===== src/rtl/cfg_ldr_pkg.sv =====
package cfg_ldr_pkg;
  localparam int unsigned HDR_BYTES = 16;
  localparam int unsigned WORD_W    = 32;
  localparam int unsigned WORD_B    = WORD_W / 8;
  localparam int unsigned HDR_WORDS = HDR_BYTES / WORD_B;
  localparam int unsigned IDX_W     = $clog2(HDR_BYTES);

  typedef enum logic [2:0] {
    ST_IDLE, ST_RST, ST_PRE, ST_HDR, ST_PAY, ST_PAD, ST_DONE, ST_ERR
  } ldr_state_e;

  typedef enum logic [1:0] {
    EC_NONE   = 2'd0,
    EC_SHORT  = 2'd1,
    EC_TRUNC  = 2'd2,
    EC_TARGET = 2'd3
  } ldr_err_e;
endpackage


===== src/rtl/cfg_hdr_capture.sv =====
module cfg_hdr_capture
  import cfg_ldr_pkg::*;
(
  input  logic                                 clk_i,
  input  logic                                 rst_ni,
  input  logic                                 clr_i,
  input  logic                                 we_i,
  input  logic [IDX_W-1:0]                     idx_i,
  input  logic [7:0]                           byte_i,
  output logic [HDR_WORDS-1:0][WORD_W-1:0]     words_o
);
  for (genvar w = 0; w < HDR_WORDS; w++) begin : g_word
    for (genvar b = 0; b < WORD_B; b++) begin : g_byte
      localparam int unsigned POS = w * WORD_B + b;
      localparam int unsigned MSB = WORD_W - 1 - 8 * b;
      always_ff @(posedge clk_i or negedge rst_ni) begin
        if (!rst_ni) begin
          words_o[w][MSB -: 8] <= '0;
        end else if (clr_i) begin
          words_o[w][MSB -: 8] <= '0;
        end else if (we_i && idx_i == IDX_W'(POS)) begin
          words_o[w][MSB -: 8] <= byte_i;  // byte 0 of each word is its MSB
        end
      end
    end
  end

  p_clear_r3: assert property (@(posedge clk_i) disable iff (!rst_ni)
    clr_i |=> (words_o == '0));
endmodule


===== src/rtl/cfg_len_counter.sv =====
module cfg_len_counter #(
  parameter int unsigned CNT_W = 32
) (
  input  logic             clk_i,
  input  logic             rst_ni,
  input  logic             load_i,
  input  logic [CNT_W-1:0] val_i,
  input  logic             dec_i,
  output logic             is_one_o
);
  logic [CNT_W-1:0] cnt_q;

  always_ff @(posedge clk_i or negedge rst_ni) begin
    if (!rst_ni)     cnt_q <= '0;
    else if (load_i) cnt_q <= val_i;
    else if (dec_i)  cnt_q <= cnt_q - CNT_W'(1);
  end

  assign is_one_o = (cnt_q == CNT_W'(1));

  p_no_underflow_r4: assert property (@(posedge clk_i) disable iff (!rst_ni)
    dec_i |-> (cnt_q != '0));
  p_load_value_r4: assert property (@(posedge clk_i) disable iff (!rst_ni)
    load_i |=> (cnt_q == $past(val_i)));
endmodule


===== src/rtl/cfg_ldr_ctrl.sv =====
module cfg_ldr_ctrl
  import cfg_ldr_pkg::*;
#(
  parameter int unsigned PAD_BYTES = 5
) (
  input  logic             clk_i,
  input  logic             rst_ni,
  input  logic             start_i,
  input  logic             in_valid_i,
  input  logic             in_last_i,
  input  logic             out_ready_i,
  input  logic             tgt_err_i,
  input  logic             len_zero_i,
  input  logic             cnt_one_i,
  output logic             in_ready_o,
  output logic             out_valid_o,
  output logic             pass_o,
  output logic             tgt_reset_o,
  output logic             hdr_clr_o,
  output logic             hdr_we_o,
  output logic [IDX_W-1:0] hdr_idx_o,
  output logic             cnt_load_o,
  output logic             cnt_dec_o,
  output logic             busy_o,
  output logic             done_o,
  output logic             err_o,
  output logic [1:0]       err_code_o,
  output logic             irq_en_o
);
  localparam int unsigned PAD_W = (PAD_BYTES > 1) ? $clog2(PAD_BYTES) : 1;
  localparam logic [PAD_W-1:0] PAD_LAST = PAD_W'(PAD_BYTES - 1);
  localparam logic [IDX_W-1:0] HDR_LAST = IDX_W'(HDR_BYTES - 1);

  ldr_state_e       st_q, st_d;
  ldr_err_e         ec_q, ec_d;
  logic [IDX_W-1:0] idx_q, idx_d;
  logic [PAD_W-1:0] pad_q, pad_d;
  logic             seen_q, seen_d;
  logic             can_start;

  assign can_start = (st_q == ST_IDLE) || (st_q == ST_DONE) || (st_q == ST_ERR);

  always_comb begin
    st_d        = st_q;
    ec_d        = ec_q;
    idx_d       = idx_q;
    pad_d       = pad_q;
    seen_d      = seen_q | (busy_o & tgt_err_i);
    in_ready_o  = 1'b0;
    out_valid_o = 1'b0;
    pass_o      = 1'b0;
    hdr_clr_o   = 1'b0;
    hdr_we_o    = 1'b0;
    cnt_load_o  = 1'b0;
    cnt_dec_o   = 1'b0;
    unique case (st_q)
      ST_IDLE, ST_DONE, ST_ERR: begin
        if (start_i) begin
          st_d      = ST_RST;
          ec_d      = EC_NONE;
          seen_d    = 1'b0;
          hdr_clr_o = 1'b1;
        end
      end
      ST_RST: st_d = ST_PRE;
      ST_PRE: begin
        out_valid_o = 1'b1;
        if (out_ready_i) begin
          st_d  = ST_HDR;
          idx_d = '0;
        end
      end
      ST_HDR: begin
        in_ready_o = 1'b1;
        if (in_valid_i) begin
          hdr_we_o = 1'b1;
          idx_d    = idx_q + IDX_W'(1);
          if (idx_q == HDR_LAST) begin
            if (len_zero_i) begin
              st_d  = ST_PAD;
              pad_d = '0;
            end else if (in_last_i) begin
              st_d = ST_ERR;
              ec_d = EC_TRUNC;
            end else begin
              st_d       = ST_PAY;
              cnt_load_o = 1'b1;
            end
          end else if (in_last_i) begin
            st_d = ST_ERR;
            ec_d = EC_SHORT;
          end
        end
      end
      ST_PAY: begin
        pass_o      = 1'b1;
        out_valid_o = in_valid_i;
        in_ready_o  = out_ready_i;
        if (in_valid_i && out_ready_i) begin
          cnt_dec_o = 1'b1;
          if (cnt_one_i) begin
            st_d  = ST_PAD;
            pad_d = '0;
          end else if (in_last_i) begin
            st_d = ST_ERR;
            ec_d = EC_TRUNC;
          end
        end
      end
      ST_PAD: begin
        out_valid_o = 1'b1;
        if (out_ready_i) begin
          if (pad_q == PAD_LAST) begin
            if (seen_q || tgt_err_i) begin
              st_d = ST_ERR;
              ec_d = EC_TARGET;
            end else begin
              st_d = ST_DONE;
            end
          end else begin
            pad_d = pad_q + PAD_W'(1);
          end
        end
      end
      default: st_d = ST_IDLE;
    endcase
  end

  always_ff @(posedge clk_i or negedge rst_ni) begin
    if (!rst_ni) begin
      st_q   <= ST_IDLE;
      ec_q   <= EC_NONE;
      idx_q  <= '0;
      pad_q  <= '0;
      seen_q <= 1'b0;
    end else begin
      st_q   <= st_d;
      ec_q   <= ec_d;
      idx_q  <= idx_d;
      pad_q  <= pad_d;
      seen_q <= seen_d;
    end
  end

  assign hdr_idx_o   = idx_q;
  assign tgt_reset_o = (st_q == ST_RST);
  assign busy_o      = !can_start;
  assign done_o      = (st_q == ST_DONE);
  assign err_o       = (st_q == ST_ERR);
  assign err_code_o  = ec_q;
  assign irq_en_o    = done_o;

  p_rst_then_dummy_r2: assert property (@(posedge clk_i) disable iff (!rst_ni)
    tgt_reset_o |=> (!tgt_reset_o && out_valid_o && !in_ready_o));
  p_hdr_silent_r3: assert property (@(posedge clk_i) disable iff (!rst_ni)
    hdr_we_o |-> !out_valid_o);
  p_pad_no_input_r5: assert property (@(posedge clk_i) disable iff (!rst_ni)
    (out_valid_o && !pass_o) |-> !in_ready_o);
  p_short_r6: assert property (@(posedge clk_i) disable iff (!rst_ni)
    (hdr_we_o && in_last_i && hdr_idx_o != HDR_LAST) |=> (err_o && err_code_o == EC_SHORT));
  p_trunc_r7: assert property (@(posedge clk_i) disable iff (!rst_ni)
    (cnt_dec_o && in_last_i && !cnt_one_i) |=> (err_o && err_code_o == EC_TRUNC));
  p_excl_r8: assert property (@(posedge clk_i) disable iff (!rst_ni)
    !(done_o && err_o));
  p_irq_off_r8: assert property (@(posedge clk_i) disable iff (!rst_ni)
    err_o |-> !irq_en_o);
  p_sticky_done_r9: assert property (@(posedge clk_i) disable iff (!rst_ni)
    (done_o && !start_i) |=> done_o);
  p_sticky_err_r9: assert property (@(posedge clk_i) disable iff (!rst_ni)
    (err_o && !start_i) |=> (err_o && $stable(err_code_o)));
  p_busy_start_r9: assert property (@(posedge clk_i) disable iff (!rst_ni)
    (busy_o && !tgt_reset_o) |=> !tgt_reset_o);
  p_zero_len_r10: assert property (@(posedge clk_i) disable iff (!rst_ni)
    (hdr_we_o && hdr_idx_o == HDR_LAST && len_zero_i) |=> (out_valid_o && !pass_o));
endmodule


===== src/rtl/cfg_image_loader.sv =====
module cfg_image_loader
  import cfg_ldr_pkg::*;
#(
  parameter int unsigned PAD_BYTES = 5
) (
  input  logic        clk_i,
  input  logic        rst_ni,
  input  logic        start_i,
  input  logic        in_valid_i,
  input  logic [7:0]  in_data_i,
  input  logic        in_last_i,
  output logic        in_ready_o,
  output logic        out_valid_o,
  output logic [7:0]  out_data_o,
  input  logic        out_ready_i,
  output logic        tgt_reset_o,
  input  logic        tgt_err_i,
  output logic        busy_o,
  output logic        done_o,
  output logic        err_o,
  output logic [1:0]  err_code_o,
  output logic        irq_en_o,
  output logic [31:0] len_o,
  output logic [31:0] ver_o,
  output logic [31:0] date_o,
  output logic [31:0] rsvd_o
);
  logic [HDR_WORDS-1:0][WORD_W-1:0] words;
  logic             pass, hdr_clr, hdr_we, cnt_load, cnt_dec, cnt_one;
  logic [IDX_W-1:0] hdr_idx;

  cfg_ldr_ctrl #(.PAD_BYTES(PAD_BYTES)) u_ctrl (
    .clk_i       (clk_i),
    .rst_ni      (rst_ni),
    .start_i     (start_i),
    .in_valid_i  (in_valid_i),
    .in_last_i   (in_last_i),
    .out_ready_i (out_ready_i),
    .tgt_err_i   (tgt_err_i),
    .len_zero_i  (words[0] == '0),
    .cnt_one_i   (cnt_one),
    .in_ready_o  (in_ready_o),
    .out_valid_o (out_valid_o),
    .pass_o      (pass),
    .tgt_reset_o (tgt_reset_o),
    .hdr_clr_o   (hdr_clr),
    .hdr_we_o    (hdr_we),
    .hdr_idx_o   (hdr_idx),
    .cnt_load_o  (cnt_load),
    .cnt_dec_o   (cnt_dec),
    .busy_o      (busy_o),
    .done_o      (done_o),
    .err_o       (err_o),
    .err_code_o  (err_code_o),
    .irq_en_o    (irq_en_o)
  );

  cfg_hdr_capture u_hdr (
    .clk_i   (clk_i),
    .rst_ni  (rst_ni),
    .clr_i   (hdr_clr),
    .we_i    (hdr_we),
    .idx_i   (hdr_idx),
    .byte_i  (in_data_i),
    .words_o (words)
  );

  cfg_len_counter #(.CNT_W(WORD_W)) u_cnt (
    .clk_i    (clk_i),
    .rst_ni   (rst_ni),
    .load_i   (cnt_load),
    .val_i    (words[0]),
    .dec_i    (cnt_dec),
    .is_one_o (cnt_one)
  );

  assign out_data_o = pass ? in_data_i : 8'h00;
  assign len_o  = words[0];
  assign ver_o  = words[1];
  assign date_o = words[2];
  assign rsvd_o = words[3];

  p_pass_data_r4: assert property (@(posedge clk_i) disable iff (!rst_ni)
    (out_valid_o && !pass) |-> (out_data_o == 8'h00));
endmodule


===== config.mk =====
export PLATFORM = sky130hd
export DESIGN_NAME = cfg_image_loader
export DESIGN_NICKNAME = d
export VERILOG_FILES = /design/src/rtl/cfg_ldr_pkg.sv /design/src/rtl/cfg_hdr_capture.sv /design/src/rtl/cfg_len_counter.sv /design/src/rtl/cfg_ldr_ctrl.sv /design/src/rtl/cfg_image_loader.sv
export SDC_FILE = /design/constraint.sdc
export NUM_CORES = 1
export LEC_CHECK = 0
export ABC_CLOCK_PERIOD_IN_PS = 3700
export BUFFER_PORTS_ARGS = -buffer_cell sky130_fd_sc_hd__buf_2
export CORE_MARGIN = 2
export CORE_UTILIZATION = 60
export CTS_CLUSTER_SIZE = 24
export DETAILED_ROUTE_END_ITERATION = 8
export GPL_TIMING_DRIVEN = 0
export PLACE_DENSITY = 0.86
export SYNTH_ARGS = -nofsm -noshare
export SYNTH_HDL_FRONTEND = slang
export SYNTH_SLANG_ARGS = --single-unit

===== constraint.sdc =====
create_clock -name clk_i -period 3.7 [get_ports clk_i]
set_input_delay 0.185 -clock clk_i [delete_from_list [all_inputs] [get_ports clk_i]]
set_output_delay 0.185 -clock clk_i [all_outputs]
set_load 0.01 [all_outputs]

---- After elaboration in Yosys (flattened, before gate mapping) ----
Cells that the tools add are included.
word-level totals
  word-level logic and storage cells ...... 202
  register bits ........................... 173
  input bits .............................. 15
  output and inout port bits .............. 145
operators by class
  reduce and logical (&&, ||, !) cells .... 50
  bitwise logic cells ..................... 2
  muxes and demuxes ....................... 87
  add/sub/neg operators ................... 3
  eq/ne operators ......................... 38
operators by type and width
  operator                                               count
  2-to-1 mux 8 bit                                       33
  2-to-1 mux 32 bit                                      2
  2-to-1 mux 3 bit                                       17
  nonzero test 2 bit                                     18
  equality test 32 x 1 -> 1 bit (second input constant)  1
  equality test 4 bit (second input constant)            8
  zero test 32 bit                                       1
  subtractor 32 x 1 -> 32 bit (second input constant)    1
  2-to-1 mux 2 bit                                       12
  one-hot mux 3 bit (6 select lines)                     1
  logical AND 1 bit                                      17
  equality test 4 x 3 -> 1 bit (second input constant)   4
  equality test 3 bit (second input constant)            5
  2-to-1 mux 1 bit                                       15
  != test 2 bit (second input constant)                  7
  != test 2 x 1 -> 1 bit (second input constant)         5
  AND reduction 10 bit                                   1
  one-hot mux 3 bit (3 select lines)                     1
  equality test 4 x 2 -> 1 bit (second input constant)   2
  2-to-1 mux 4 bit                                       2
  one-hot mux 2 bit (4 select lines)                     1
  one-hot mux 4 bit (2 select lines)                     1
  AND reduction 8 bit                                    1
  equality test 3 x 2 -> 1 bit (second input constant)   2
  other kinds (19)                                       22

---- Longest topological paths before layout ----
  word-level depth ........................ 8
  mapped depth ............................ 10
  gate-level depth less buffers ........... 8

---- By module ----
Synthesis repeated with hierarchy kept, for this count alone.
unflattened totals
  cell total of the unflattened synthesis .. 810
  area, all modules ....................... 8744.6 um^2
modules (own cells, without submodules)
  module            cells each  area an instance (um^2)  seq. area each (um^2)  instances
  cfg_hdr_capture   453         5701.7                   3203.1                 1
  cfg_len_counter   205         1850.5                   800.8                  1
  cfg_ldr_ctrl      133         1069.8                   325.3                  1
  cfg_image_loader  19          122.6                    0.0                    1

---- Worst setup path after synthesis ----
No wires, ideal clock.
  path kind ............................... flip-flop to flip-flop
  from .................................... reg u_cnt.cnt_q[2]
  to ...................................... reg u_cnt.cnt_q[20]
  setup slack ............................. 1561 ps
  arrival time ............................ 2013 ps
  setup time .............................. 126 ps
  cell stages (with the launch flop) ...... 6
  cells stage by stage .................... dfrtp_1 > nor4_4 > nand3_4 > or4_4 > a21o_1 > a221o_1
on the way
  longest elaborated chain between the ends .. 3
ends and longest elaborated chain
  item                         line                   text
  start: declaration           cfg_len_counter.sv:11  logic [CNT_W-1:0] cnt_q;
  start signal: assignment     cfg_len_counter.sv:15  else if (load_i) cnt_q <= val_i;
  start signal: assignment     cfg_len_counter.sv:16  else if (dec_i) cnt_q <= cnt_q - CNT_W'(1);
  subtractor 32 x 1 -> 32 bit  cfg_len_counter.sv:16
  2-to-1 mux 32 bit            cfg_len_counter.sv:16
  2-to-1 mux 32 bit            cfg_len_counter.sv:15
No other way between the ends. The select of a mux whose other input is x is not followed.
A chain may end at the register's enable or synchronous reset.

---- Worst setup path in the final report ----
  from .................................... reg u_ctrl.idx_q[0], in the netlist u_ctrl.hdr_idx_o[0]
  to ...................................... reg u_cnt.cnt_q[28]
on the way
  longest elaborated chain between the ends .. 5
  elaborated cells between the ends (all ways) .. 6
  those cells by class .................... 1 x eq/ne; 4 x mux; 1 x reduce/logical
ends and longest elaborated chain
  item                                                     line                 text
  start: declaration                                       cfg_ldr_ctrl.sv:36   logic [IDX_W-1:0] idx_q, idx_d;
  start signal: assignment                                 cfg_ldr_ctrl.sv:139  idx_q <= idx_d;
  equality test 4 bit (*)                                  cfg_ldr_ctrl.sv:78   if (idx_q == HDR_LAST) begin
  2-to-1 mux 1 bit (*)                                     cfg_ldr_ctrl.sv:78
  2-to-1 mux 1 bit (*)                                     cfg_ldr_ctrl.sv:75   if (in_valid_i) begin
  2-to-1 mux 1 bit (*)                                     cfg_ldr_ctrl.sv:56   unique case (st_q)
  2-to-1 mux 32 bit or nonzero test 2 bit (tied branches)  n/a
Every way passes the cells marked *; elsewhere a longest branch is shown, timed or not.

==> flow_metrics.tcl <==
set metrics [dict create \
    status "finished, final reports clean" \
    fmax_ghz 0.363 \
    clk_latency_ns 0.43 \
    clockRootBuffer "clkbuf_16" \
    coreArea_um2 13700 \
    cts_tree "yes" \
    hold_path.class "input pin to flip-flop" \
    overflow 0 \
    detail_route.iter0.violations 923 \
    worstPathCellList "ha_1, and3_1, and3_1, buf_2, o211a_1, buf_2, nor2_1, clkbuf_1, o21ai_0, nand2_1" \
    synthCells 941 \
    grt_pass1_wl_um 41300 \
    synth-edff-count 0 \
    yosysTopAreaCell "dfrtp_1" \
    numCtsBuffers 17 \
    vias 8321 \
    finalWirelength_um 26300 \
    path_buf_inv 3 \
    ys_seq_area_frac 0.520 \
    worst_slew_pin_slew_ns 0.796 \
    p_per_area_nw_per_um2 695 \
    synth.area.top_cells "dfrtp_1 (52%), nand2_1 (7.3%), a21oi_1 (7.3%)" \
    post-place-cells 1272 \
    syn-cell-area_um2 8330 \
    ys_types 58 \
    place_hpwl_um 17600 \
    critical_path.max_stage_delay_ns 0.46 \
    cp_top_family "simple AND/OR/NAND/NOR gates" \
    htreeDepth 4 \
    cp.required_ns 4.06 \
    setup_viol 0 \
    cap_viol_max_count 0 \
    vdd_drop_max_mv 0.502 \
    min_period_ns 2.76 \
    final_cells 1305 \
    synth-main-ff-cell "dfrtp_1" \
    fin_crit_sh 0.745 \
    grt_max_degree 129 \
    crit_path_end_kind "flip-flop" \
    rsz0062_at_grt "false" \
    antenna_found_initial 0 \
    p_leak_nw 5.03 \
    synth_top_area_frac 0.520 \
    max-clock-path-buffers 2 \
    yosys_warnings 0 \
    clk_pin_slew_worst_paths_ns 0.07 \
    synth_common_cells "dfrtp_1 (173), nand2_1 (163), a21oi_1 (122)" \
    num_antenna_cells 0 \
    async_flop_share 1.00 \
    slew_headroom 0.464 \
    ant_nets 0 \
    die_h_um 122 \
    yosysMostFrequentCell "dfrtp_1" \
    skew_ns 0.00713 \
    cp-start-kind "flip-flop" \
    setup_slack_ns 0.944 \
    die_area_um2 14800 \
    io_pins 160 \
    syn_avg_cell_area_um2 8.85 \
    grt_util_all_layers 0.361 \
    port_buffers 150 \
    crit_slowest_cell "dfrtp_1" \
    drt_pass1_iterations 6 \
    wl_per_cell_um 20.2 \
    pre_cts_slack_ns 1.06 \
    via_per_inst 6.38 \
    initial_core_util 0.607 \
    nets 1135 \
    place_congestion 1.00 \
    ys_ff_latch 173 \
    n_fill_cell 1058 \
    cp_data_arrival_time_ns 3.12 \
    area_growth_pct 19.1 \
    drv_slew 0 \
    cp_max_fo 10 \
    grt_pass1_vias 7761 \
    remaining_drc_errors 0 \
    hold_viol 0 \
    critPathKind "flip-flop to flip-flop" \
    synth_nets 964 \
    die_w_um 122 \
    cts_sinks 173 \
    rows 43 \
    drive_gt1_frac 0.173 \
]
worst reg2reg max path: stages, from the launching register on:
cell and delay (ns):
dfrtp_1 0.46, ha_1 0.26, and3_1 0.24, and3_1 0.19, buf_2 0.18, o211a_1 0.14
buf_2 0.19, nor2_1 0.31, clkbuf_1 0.43, o21ai_0 0.18, nand2_1 0.11
kinds of logic (layout without fill, tap and decap cells):
| logic type | after synthesis | in the layout | share of synthesized area |
|---|---|---|---|
| xor gates and xnor gates | 1 | 1 | 0.00105 |
| and+or+nand+nor | 431 | 431 | 0.244 |
| buffers and inverters | 88 | 272 | 0.0405 |
| adders and majority gates | 8 | 8 | 0.0120 |
| AOI/OAI and AO/OA | 214 | 214 | 0.151 |
| DFF | 173 | 173 | 0.520 |
| muxes | 26 | 26 | 0.0314 |
registers in the layout, summed over array words and instances, names as in the netlist:
name and count:
u_cnt.cnt_q 32, u_ctrl.pad_q 3, u_ctrl.err_code_o 2, u_ctrl.st_q 3
u_hdr.words_o 128, u_ctrl.seen_q 1, u_ctrl.hdr_idx_o 4
routing by layer:
layer | wire, um | up-vias | track usage
met4 | 690 | 0 | 0.124
met2 | 12700 | 527 | 0.571
li1 | - | 3671 | -
met5 | 0 | - | 0
met1 | 10100 | 4055 | 0.490
met3 | 2870 | 68 | 0.0904
metrics by stage:
| step | power, mW | cell area [um^2] | hold slack (ns) | util | TNS, ns |
|---|---|---|---|---|---|
| final | 6.90 | 9930 | 0.0264 | 0.724 | 0 |
| after global routing | 7.25 | 9930 | 0.0763 | 0.724 | 0 |
| after CTS | 6.82 | 9930 | 0.0210 | 0.724 | 0 |
| after detailed placement | 5.05 | 9350 | 0.108 | 0.681 | 0 |
| after global placement | 5.00 | 9310 | 0.454 | 0.678 | -42.59 |
| after floorplan | 4.18 | 8330 | -0.111 | - | 0 |
report_power, final:
part / internal [mW] / switching, mW
logic: 0.824 / 1.80
clock network: 0.962 / 0.809
registers: 2.19 / 0.311
total: 3.97 / 2.92
cells in the final DEF, fill, tap and decap left out, types with 4 or more instances in the layout:
| cell type | count |
|---|---|
| a22oi_1 | 9 |
| nand2_1 | 163 |
| mux2i_1 | 25 |
| clkbuf_16 | 17 |
| or3_1 | 4 |
| nor3_1 | 20 |
| nor2_1 | 61 |
| a221o_1 | 6 |
| and3_1 | 11 |
| and2_1 | 8 |
| o21ai_0 | 35 |
| buf_1 | 5 |
| a21o_1 | 4 |
| a32oi_1 | 5 |
| a31oi_1 | 4 |
| buf_2 | 152 |
| inv_1 | 10 |
| dfrtp_1 | 173 |
| o211ai_1 | 6 |
| nand4_1 | 9 |
| a21oi_1 | 122 |
| nand3_1 | 121 |
| nor2b_1 | 4 |
| nor4_1 | 12 |
| clkbuf_1 | 70 |
| ha_1 | 8 |
| o311ai_0 | 4 |
cell type report:
type / instances / area (um^2) / share of cell area
clock buffers: 19 / 443 / 0.0446
repair buffers: 152 / 798 / 0.0804
flip-flops and latches: 173 / 4330 / 0.436
multi-input cells: 680 / 3660 / 0.369
well taps: 180 / 225 / 0.0227
plain buffers: 78 / 300 / 0.0302
inverters: 10 / 37.5 / 0.00378
clock inverters: 13 / 129 / 0.0130
final timing paths:
path / start / end / slack (ns) / cells past startpoint
setup / recovery: u_ctrl.hdr_idx_o[0]$_DFFE_PN0P_ / u_cnt.cnt_q[28]$_DFFE_PN0P_ / 0.94 / 10
hold / removal: tgt_err_i / u_ctrl.seen_q$_DFF_PN0_ / 0.03 / 3
setup reg to reg: u_ctrl.hdr_idx_o[0]$_DFFE_PN0P_ / u_cnt.cnt_q[28]$_DFFE_PN0P_ / 0.94 / 10
hold reg to reg: u_hdr.words_o[112]$_DFFE_PN0P_ / u_hdr.words_o[112]$_DFFE_PN0P_ / 0.52 / 2
max in group asynchronous: rst_ni / u_hdr.words_o[79]$_DFFE_PN0P_ / 2.53 / 3
min in group asynchronous: rst_ni / u_ctrl.pad_q[2]$_DFFE_PN0P_ / 0.25 / 2
repair_timing:
action	in CTS	in global routing
resized for setup	0	0
buffers inserted	0	0
endpoints found under the hold margin	45	0
hold buffers	1	0
No activity file was read; power rests on OpenSTA's default activity.
